## config.mk

```make
export PLATFORM = sky130hd
export DESIGN_NAME = uart9_tx
export DESIGN_NICKNAME = d
export VERILOG_FILES = /design/src/rtl/uart9_pkg.sv /design/src/rtl/uart9_hold.sv /design/src/rtl/uart9_shift.sv /design/src/rtl/uart9_tx.sv
export SDC_FILE = /design/constraint.sdc
export NUM_CORES = 1
export LEC_CHECK = 0
export BUFFER_PORTS_ARGS = -buffer_cell sky130_fd_sc_hd__buf_4
export CORE_MARGIN = 2
export CORE_UTILIZATION = 50
export DETAILED_ROUTE_END_ITERATION = 16
export PLACE_DENSITY_LB_ADDON = 0.3
export RECOVER_POWER = 25
export SLEW_MARGIN = 20
export SYNTH_ARGS = -nofsm -noshare
export SYNTH_HDL_FRONTEND = slang
export SYNTH_SLANG_ARGS = --single-unit
```

## constraint.sdc

```tcl
create_clock -name clk -period 4.11 [get_ports clk]
set_input_delay 0.822 -clock clk [delete_from_list [all_inputs] [get_ports clk]]
set_output_delay 0.822 -clock clk [all_outputs]
set_load 0.05 [all_outputs]
```

## src/rtl/uart9_pkg.sv

```systemverilog
package uart9_pkg;
    localparam int unsigned CHAR_W  = 8;
    localparam int unsigned OVS     = 16;
    localparam int unsigned FRAME_W = CHAR_W + 3;
    localparam int unsigned SUB_W   = $clog2(OVS);
    localparam int unsigned IDX_W   = $clog2(FRAME_W);

    typedef struct packed {
        logic [CHAR_W-1:0] data;
        logic              nine;
    } char_t;

    typedef struct packed {
        logic  valid;
        char_t ch;
        logic  collide;
    } hold_st_t;

    typedef struct packed {
        logic               busy;
        logic [FRAME_W-1:0] sreg;
        logic [SUB_W-1:0]   sub;
        logic [IDX_W-1:0]   idx;
        logic               done;
    } shift_st_t;
endpackage

```

## src/rtl/uart9_hold.sv

```systemverilog
module uart9_hold
    import uart9_pkg::*;
(
    input  logic  clk,
    input  logic  rst_n,
    input  logic  wr_en,
    input  char_t wr_char,
    input  logic  take,
    output logic  valid,
    output char_t held,
    output logic  collide
);
    hold_st_t st_d, st_q;

    always_comb begin
        st_d         = st_q;
        st_d.collide = 1'b0;
        if (take) begin
            st_d.valid = 1'b0;
        end
        if (wr_en) begin
            if (!st_q.valid || take) begin
                st_d.valid = 1'b1;
                st_d.ch    = wr_char;
            end else begin
                st_d.collide = 1'b1;
            end
        end
    end

    always_ff @(posedge clk or negedge rst_n) begin
        if (!rst_n) begin
            st_q <= '0;
        end else begin
            st_q <= st_d;
        end
    end

    assign valid   = st_q.valid;
    assign held    = st_q.ch;
    assign collide = st_q.collide;
endmodule

```

## src/rtl/uart9_shift.sv

```systemverilog
module uart9_shift
    import uart9_pkg::*;
(
    input  logic  clk,
    input  logic  rst_n,
    input  logic  tick,
    input  logic  ld_ok,
    input  char_t ld_char,
    output logic  take,
    output logic  txd,
    output logic  done,
    output logic  busy,
    output logic  frame_end
);
    shift_st_t st_d, st_q;
    logic last_sub;
    logic bit_end;

    always_comb begin
        last_sub  = (st_q.sub == SUB_W'(OVS - 1));
        bit_end   = st_q.busy && tick && last_sub;
        frame_end = bit_end && (st_q.idx == IDX_W'(FRAME_W - 1));
        take      = ld_ok && (!st_q.busy || frame_end);

        st_d      = st_q;
        st_d.done = frame_end;
        if (st_q.busy && tick) begin
            st_d.sub = last_sub ? '0 : st_q.sub + 1'b1;
        end
        if (bit_end && !frame_end) begin
            st_d.sreg = {1'b1, st_q.sreg[FRAME_W-1:1]};
            st_d.idx  = st_q.idx + 1'b1;
        end
        if (frame_end) begin
            st_d.busy = 1'b0;
        end
        if (take) begin
            st_d.busy = 1'b1;
            st_d.sreg = {1'b1, ld_char.nine, ld_char.data, 1'b0};
            st_d.sub  = '0;
            st_d.idx  = '0;
        end
    end

    always_ff @(posedge clk or negedge rst_n) begin
        if (!rst_n) begin
            st_q.busy <= 1'b0;
            st_q.sreg <= '1;
            st_q.sub  <= '0;
            st_q.idx  <= '0;
            st_q.done <= 1'b0;
        end else begin
            st_q <= st_d;
        end
    end

    assign txd  = st_q.sreg[0];
    assign done = st_q.done;
    assign busy = st_q.busy;
endmodule

```

## src/rtl/uart9_tx.sv

```systemverilog
module uart9_tx
    import uart9_pkg::*;
(
    input  logic              clk,
    input  logic              rst_n,
    input  logic              tick,
    input  logic              wr_en,
    input  logic [CHAR_W-1:0] wr_data,
    input  logic              wr_nine,
    output logic              buf_full,
    output logic              wr_collide,
    output logic              tx_done,
    output logic              txd
);
    char_t wr_char;
    char_t held;
    logic  take;
    logic  sh_busy;
    logic  frame_end;

    assign wr_char.data = wr_data;
    assign wr_char.nine = wr_nine;

    uart9_hold u_hold (
        .clk     (clk),
        .rst_n   (rst_n),
        .wr_en   (wr_en),
        .wr_char (wr_char),
        .take    (take),
        .valid   (buf_full),
        .held    (held),
        .collide (wr_collide)
    );

    uart9_shift u_shift (
        .clk       (clk),
        .rst_n     (rst_n),
        .tick      (tick),
        .ld_ok     (buf_full),
        .ld_char   (held),
        .take      (take),
        .txd       (txd),
        .done      (tx_done),
        .busy      (sh_busy),
        .frame_end (frame_end)
    );
endmodule

```

==> results.py, run 1 <==
metrics = {
    "sta": {
        "fin_crit_sh": 0.543,
        "skew_ns": 0.0133,
        "worst_slew_pin_slew_ns": 1.60,
        "drv_slew": 32,
        "setup_viol": 0,
        "clock.fmax_mhz": 448,
        "hold_viol": 0,
        "slew-limit-headroom": -0.0648,
        "rsz0062_at_grt": "false",
        "tns_ns": 0,
        "final.min_clock_period_ns": 2.23,
    },
    "pwr": {
        "power.density_nw_per_um2": 456,
        "vdd_ir_drop_max_mv": 0.228,
        "power.leakage_uw": 0.000865,
        "total_power_uw": 824,
    },
    "route": {
        "detailroute.via_count": 1182,
        "first_pass_iters": 4,
        "postRouteAntennaNets": 0,
        "vias_per_cell": 5.85,
        "drt_iter0_drc": 70,
        "routed_wirelength_um": 3150,
        "routedWlPerCell_um": 15.6,
        "drcViolationCount": 0,
    },
    "synthesis": {
        "synth_area_um2": 1620,
        "synth-seq-area-share": 0.486,
        "synthTopCellsByArea": "dfrtp_1 (32%), dfstp_2 (16%), mux2_2 (6.9%), a222oi_1 (4.9%), mux2i_1 (4.9%)",
        "netlist.top_cell.by_area": "dfrtp_1",
        "synth_edf_count": 0,
        "synth_cell_types": 44,
        "avgSynthCellArea_um2": 11.4,
        "yosysWarningCount": 0,
        "synth_top_area_share": 0.324,
        "synthFlopType": "dfrtp_1",
        "synth-seq-cells": 31,
        "syn_nets": 158,
        "synthArstFlopShare": 1.00,
        "synthCells": 142,
    },
    "floorplan": {
        "die_width_um": 61.0,
        "initial_utilization": 0.527,
        "io_pins": 17,
        "die_h_um": 61.0,
        "core.rowCount": 20,
        "die_area_um2": 3710,
        "core_area_um2": 3080,
    },
    "critical_path": {
        "rrSetupSlack_ns": 2.09,
        "crit_start": "u_hold.valid",
        "cpLargestDelayFamily": "flip-flops",
        "cp-end-kind": "output port",
        "critPathMaxStageDelay_ns": 0.76,
        "path_class": "reg -> out",
        "cp.arrival_ns": 1.41,
        "ff2ff_path_depth": 4,
        "critical_path_buf_inv_count": 1,
        "reg2reg_from": "u_shift.st_q[5]",
        "crit_chain": "buf_4",
        "critPathSlowestCell": "dfrtp_1",
        "required_ns": 3.29,
        "r2r-end": "u_shift.st_q[18]",
        "startpoint_type": "flip-flop",
        "crit_path_max_fanout": 15,
    },
    "min_path": {
        "hold_depth": 2,
        "hold_end": "u_shift.st_q[10]",
        "hold_class": "reg -> reg",
        "hp-start": "u_shift.st_q[10]",
    },
    "placed_design": {
        "dp_hpwl_um": 2170,
        "port_buffers": 16,
        "routabilityCongestion": 0.831,
    },
    "clock_network": {
        "post_cts_buffers": 0,
        "htree_num_levels": 2,
        "clock-sinks": 31,
        "clock_latency_ns": 0.33,
        "clock_tree.buffer_depth": 2,
        "holdBufCountCts": 0,
        "clk_pin_slew_worst_paths_ns": 0.10,
        "cts-resized-gates": 0,
        "cts_root_buffer": "clkbuf_4",
        "cts_tree": "built",
        "cts_inserted_buffers": 5,
    },
    "final_layout": {
        "fillers": 276,
        "layout_common_cells": "dfrtp_1 (21), buf_4 (15), inv_1 (11)",
        "drive_above_1_share": 0.304,
        "area_growth_syn_to_layout_pct": 11.5,
        "insertedDiodeCount": 0,
        "layout_commonest_cell": "dfrtp_1",
        "num-nets-final": 173,
        "seqCellArea_um2": 788,
        "multi_input_area_um2": 734,
    },
    "grt": {
        "grt_max_degree": 32,
        "gr-total-overflow": 0,
        "grt_pass1_vias": 1193,
        "antenna_found_initial": 0,
        "grt.total_usage": 0.205,
        "grt_pass1_wl_um": 5510,
    },
    "outcome": {
        "violations": "max-capacitance violations, max-slew violations",
        "status": "finished, violations left",
    },
    "run": {
        "maxCapViolCount": 1,
    },
}
[per-stage QoR]
stage,setup slack [ns],utilization,std cells,hold WS [ns],instance area [um^2]
2_1_floorplan,2.14,-,142,0.459,1620
3_3_place_gp,1.95,0.566,194,0.475,1740
3_5_place_dp,1.90,0.566,194,0.492,1740
4_1_cts,1.84,0.589,202,0.398,1810
5_1_grt,1.79,0.587,202,0.527,1810
6_report,1.88,0.587,202,0.501,1810
[cell families after synthesis]
| family | share of synthesized area |
|---|---|
| compound gates | 0.177 |
| mux | 0.119 |
| xor+xnor | 0.00540 |
| flops | 0.486 |
| fa+ha+maj | 0.0232 |
| simple gates | 0.129 |
| buf+inv | 0.0609 |
[metal layers]
layer  track usage  up-vias  share of wire
met4        0.0994        0          0.016
li1              -      560              -
met3        0.0661        5          0.034
met5             0        -              0
met2         0.339       19           0.52
met1         0.240      598           0.43
[report_power, final]
part	switching (uW)	total [uW]	leakage (uW)	internal (uW)
logic	101	185	0.000462	84.3
registers	62.0	439	0.000365	377
clock network	99.8	200	0.0000386	101
total	263	824	0.000865	561
[registers in the layout (all words and copies together), names as in the netlist]
signal	count
u_shift.txd	1
u_shift.busy	1
u_hold.collide	1
u_hold.held	9
u_shift.st_q	17
u_hold.valid	1
u_shift.done	1
[tightest hold or removal path, stage by stage, from the launching register on]
cell      delay, ns
dfstp_2        0.39
inv_1          0.05
a222oi_1       0.06
[Yosys cell counts (2+ instances only)]
| cell | n |
|---|---|
| dfstp_2 | 10 |
| nor3_1 | 2 |
| ha_1 | 3 |
| nor2_1 | 2 |
| a21oi_1 | 7 |
| a222oi_1 | 8 |
| inv_1 | 11 |
| nand2_1 | 10 |
| nand4_1 | 3 |
| buf_6 | 2 |
| buf_2 | 3 |
| o21ai_0 | 5 |
| or3_1 | 2 |
| nand3_1 | 3 |
| nor2b_1 | 2 |
| mux2_2 | 10 |
| o31ai_1 | 3 |
| a31oi_1 | 2 |
| dfrtp_1 | 21 |
| mux2i_1 | 8 |
| nand2b_1 | 2 |
[worst max path at each step]
stage / endpoint / slack, ns / cells after the start
finish: buf_full / 1.88 / 1
global route: buf_full / 1.79 / 1
CTS: buf_full / 1.84 / 1
detailed placement: u_shift.st_q[18] / 1.90 / 4
global placement: u_shift.st_q[18] / 1.95 / 4
floorplan: u_hold.held[0] / 2.14 / 5
[cell type report]
type	count	area share
timing repair buffer	16	0.0644
sequential	31	0.436
clock buffer	8	0.0381
inverter	12	0.0249
multi-input combinational	91	0.406
tap	44	0.0304
Power figures use the tool's default switching activity.
==> run 2: changes to the inputs <==
- clock period: 4.11 -> 2 ns (I/O delays scaled with it)
==> results.py, run 2 (synthesis results as in run 1) <==
metrics = {
    "outcome": {
        "status": "complete, no violations",
    },
    "floorplan": {
        "io_pins": 17,
        "die_h_um": 61.0,
        "core.rowCount": 20,
        "die_width_um": 61.0,
        "die_area_um2": 3710,
        "core_area_um2": 3080,
        "initial_utilization": 0.527,
    },
    "clock_network": {
        "clock-sinks": 31,
        "cts_inserted_buffers": 5,
        "clock_tree.buffer_depth": 2,
        "clock_latency_ns": 0.33,
        "cts_tree": "built",
        "cts-resized-gates": 0,
        "htree_num_levels": 2,
        "clk_pin_slew_worst_paths_ns": 0.10,
        "cts_root_buffer": "clkbuf_4",
    },
    "sta": {
        "worst_slew_pin_slew_ns": 0.730,
        "drv_slew": 0,
        "skew_ns": 0.0128,
        "clock.fmax_mhz": 535,
        "fin_crit_sh": 0.935,
        "tns_ns": 0,
        "final.min_clock_period_ns": 1.87,
        "slew-limit-headroom": 0.514,
        "setup_ws_ns": 0.130,
        "setup_viol": 0,
        "hold_viol": 0,
        "worst_hold_slack_ns": 0.286,
        "rsz0062_at_grt": "false",
    },
    "critical_path": {
        "crit_path_max_fanout": 9,
        "r2r-end": "u_hold.held[6]",
        "cp-end-kind": "flip-flop",
        "required_ns": 2.21,
        "ff2ff_path_depth": 4,
        "startpoint_type": "flip-flop",
        "reg2reg_from": "u_shift.st_q[5]",
        "rrSetupSlack_ns": 0.13,
        "cp.arrival_ns": 2.08,
        "path_class": "reg -> reg",
    },
    "route": {
        "met2_length_um": 1680,
        "postRouteAntennaNets": 0,
        "route.met3.wl_um": 132,
        "detailroute.via_count": 1226,
        "first_pass_iters": 5,
        "wl_met1_um": 1340,
        "routedWlPerCell_um": 15.3,
        "top_layer": "met4",
        "drcViolationCount": 0,
        "vias_per_cell": 5.87,
        "drt_iter0_drc": 91,
        "routed_wirelength_um": 3190,
    },
    "final_layout": {
        "area_growth_syn_to_layout_pct": 15.0,
        "instances_no_fill": 209,
        "largest-register": "u_shift.st_q",
        "layout_common_cells": "buf_4 (21), dfrtp_1 (21), inv_1 (11)",
        "design_area_um2": 1860,
        "num-nets-final": 180,
        "insertedDiodeCount": 0,
        "fillers": 260,
        "drive_above_1_share": 0.333,
        "largest_reg_flops": 17,
    },
    "grt": {
        "gr-total-overflow": 0,
        "grt_pass1_wl_um": 5500,
        "grt.total_usage": 0.208,
        "grt_pass1_vias": 1220,
        "antenna_found_initial": 0,
        "grt_max_degree": 32,
    },
    "pwr": {
        "power.density_nw_per_um2": 908,
        "vdd_ir_drop_max_mv": 0.535,
        "power.leakage_uw": 0.000900,
    },
    "placed_design": {
        "port_buffers": 16,
        "place_ws_ns": 0.133,
        "dp_hpwl_um": 2260,
        "postPlaceCellArea_um2": 1790,
        "routabilityCongestion": 0.813,
        "placed_cells": 200,
    },
    "min_path": {
        "hold_class": "in -> reg",
        "hold_end": "u_hold.valid",
        "hold_depth": 2,
        "hp-start": "wr_en",
    },
    "run": {
        "maxCapViolCount": 0,
    },
}
==> run 2: metrics by stage <==
stage,power [uW],utilization
final,1690,0.606
after global routing,1820,0.606
after CTS,1720,0.607
after detailed placement,1290,0.581
after global placement,1270,0.581
after floorplan,1170,-
==> run 2: worst max path at each step <==
| stage | slack [ns] | from | end | cells after the start |
|---|---|---|---|---|
| 2_1_floorplan | 0.30 | u_hold.valid | u_shift.st_q[18] | 3 |
| 3_3_place_gp | 0.18 | u_shift.st_q[5] | u_hold.held[0] | 4 |
| 3_5_place_dp | 0.13 | u_shift.st_q[5] | u_hold.held[6] | 4 |
| 4_1_cts | 0.11 | u_shift.st_q[5] | u_hold.held[6] | 4 |
| 5_1_grt | 0.02 | u_shift.st_q[6] | u_shift.st_q[15] | 5 |
| 6_report | 0.13 | u_shift.st_q[5] | u_hold.held[6] | 4 |
==> run 2: layer usage <==
layer / vias to the layer above / track usage
met1: 608 / 0.235
met5: - / 0
met4: 0 / 0.0745
met3: 6 / 0.0768
met2: 35 / 0.361
li1: 577 / -
==> run 2: power breakdown <==
group	total (uW)	internal, uW	switching [uW]
Sequential	891	773	118
Clock	419	207	212
Combinational	382	177	205
Total	1690	1160	536
==> run 2: layout make-up <==
class | count | area, um^2 | share of cell area
inverters | 12 | 45.0 | 0.0242
clock buffers | 8 | 68.8 | 0.0369
flip-flops and latches | 31 | 788 | 0.423
multi-input cells | 91 | 734 | 0.394
well taps | 44 | 55.1 | 0.0295
repair buffers | 23 | 173 | 0.0926
==> run 2: timing repair <==
item	4_1_cts	5_1_grt
setup buffers	0	0
hold endpoints to repair	21	0
setup endpoints to repair	0	0
hold buffers	1	0
==> run 2: critical path, cell delays in order, from the launching register on <==
cell	delay, ns
dfrtp_1	0.44
ha_1	0.28
and4_1	0.29
a21oi_4	0.36
mux2_2	0.38
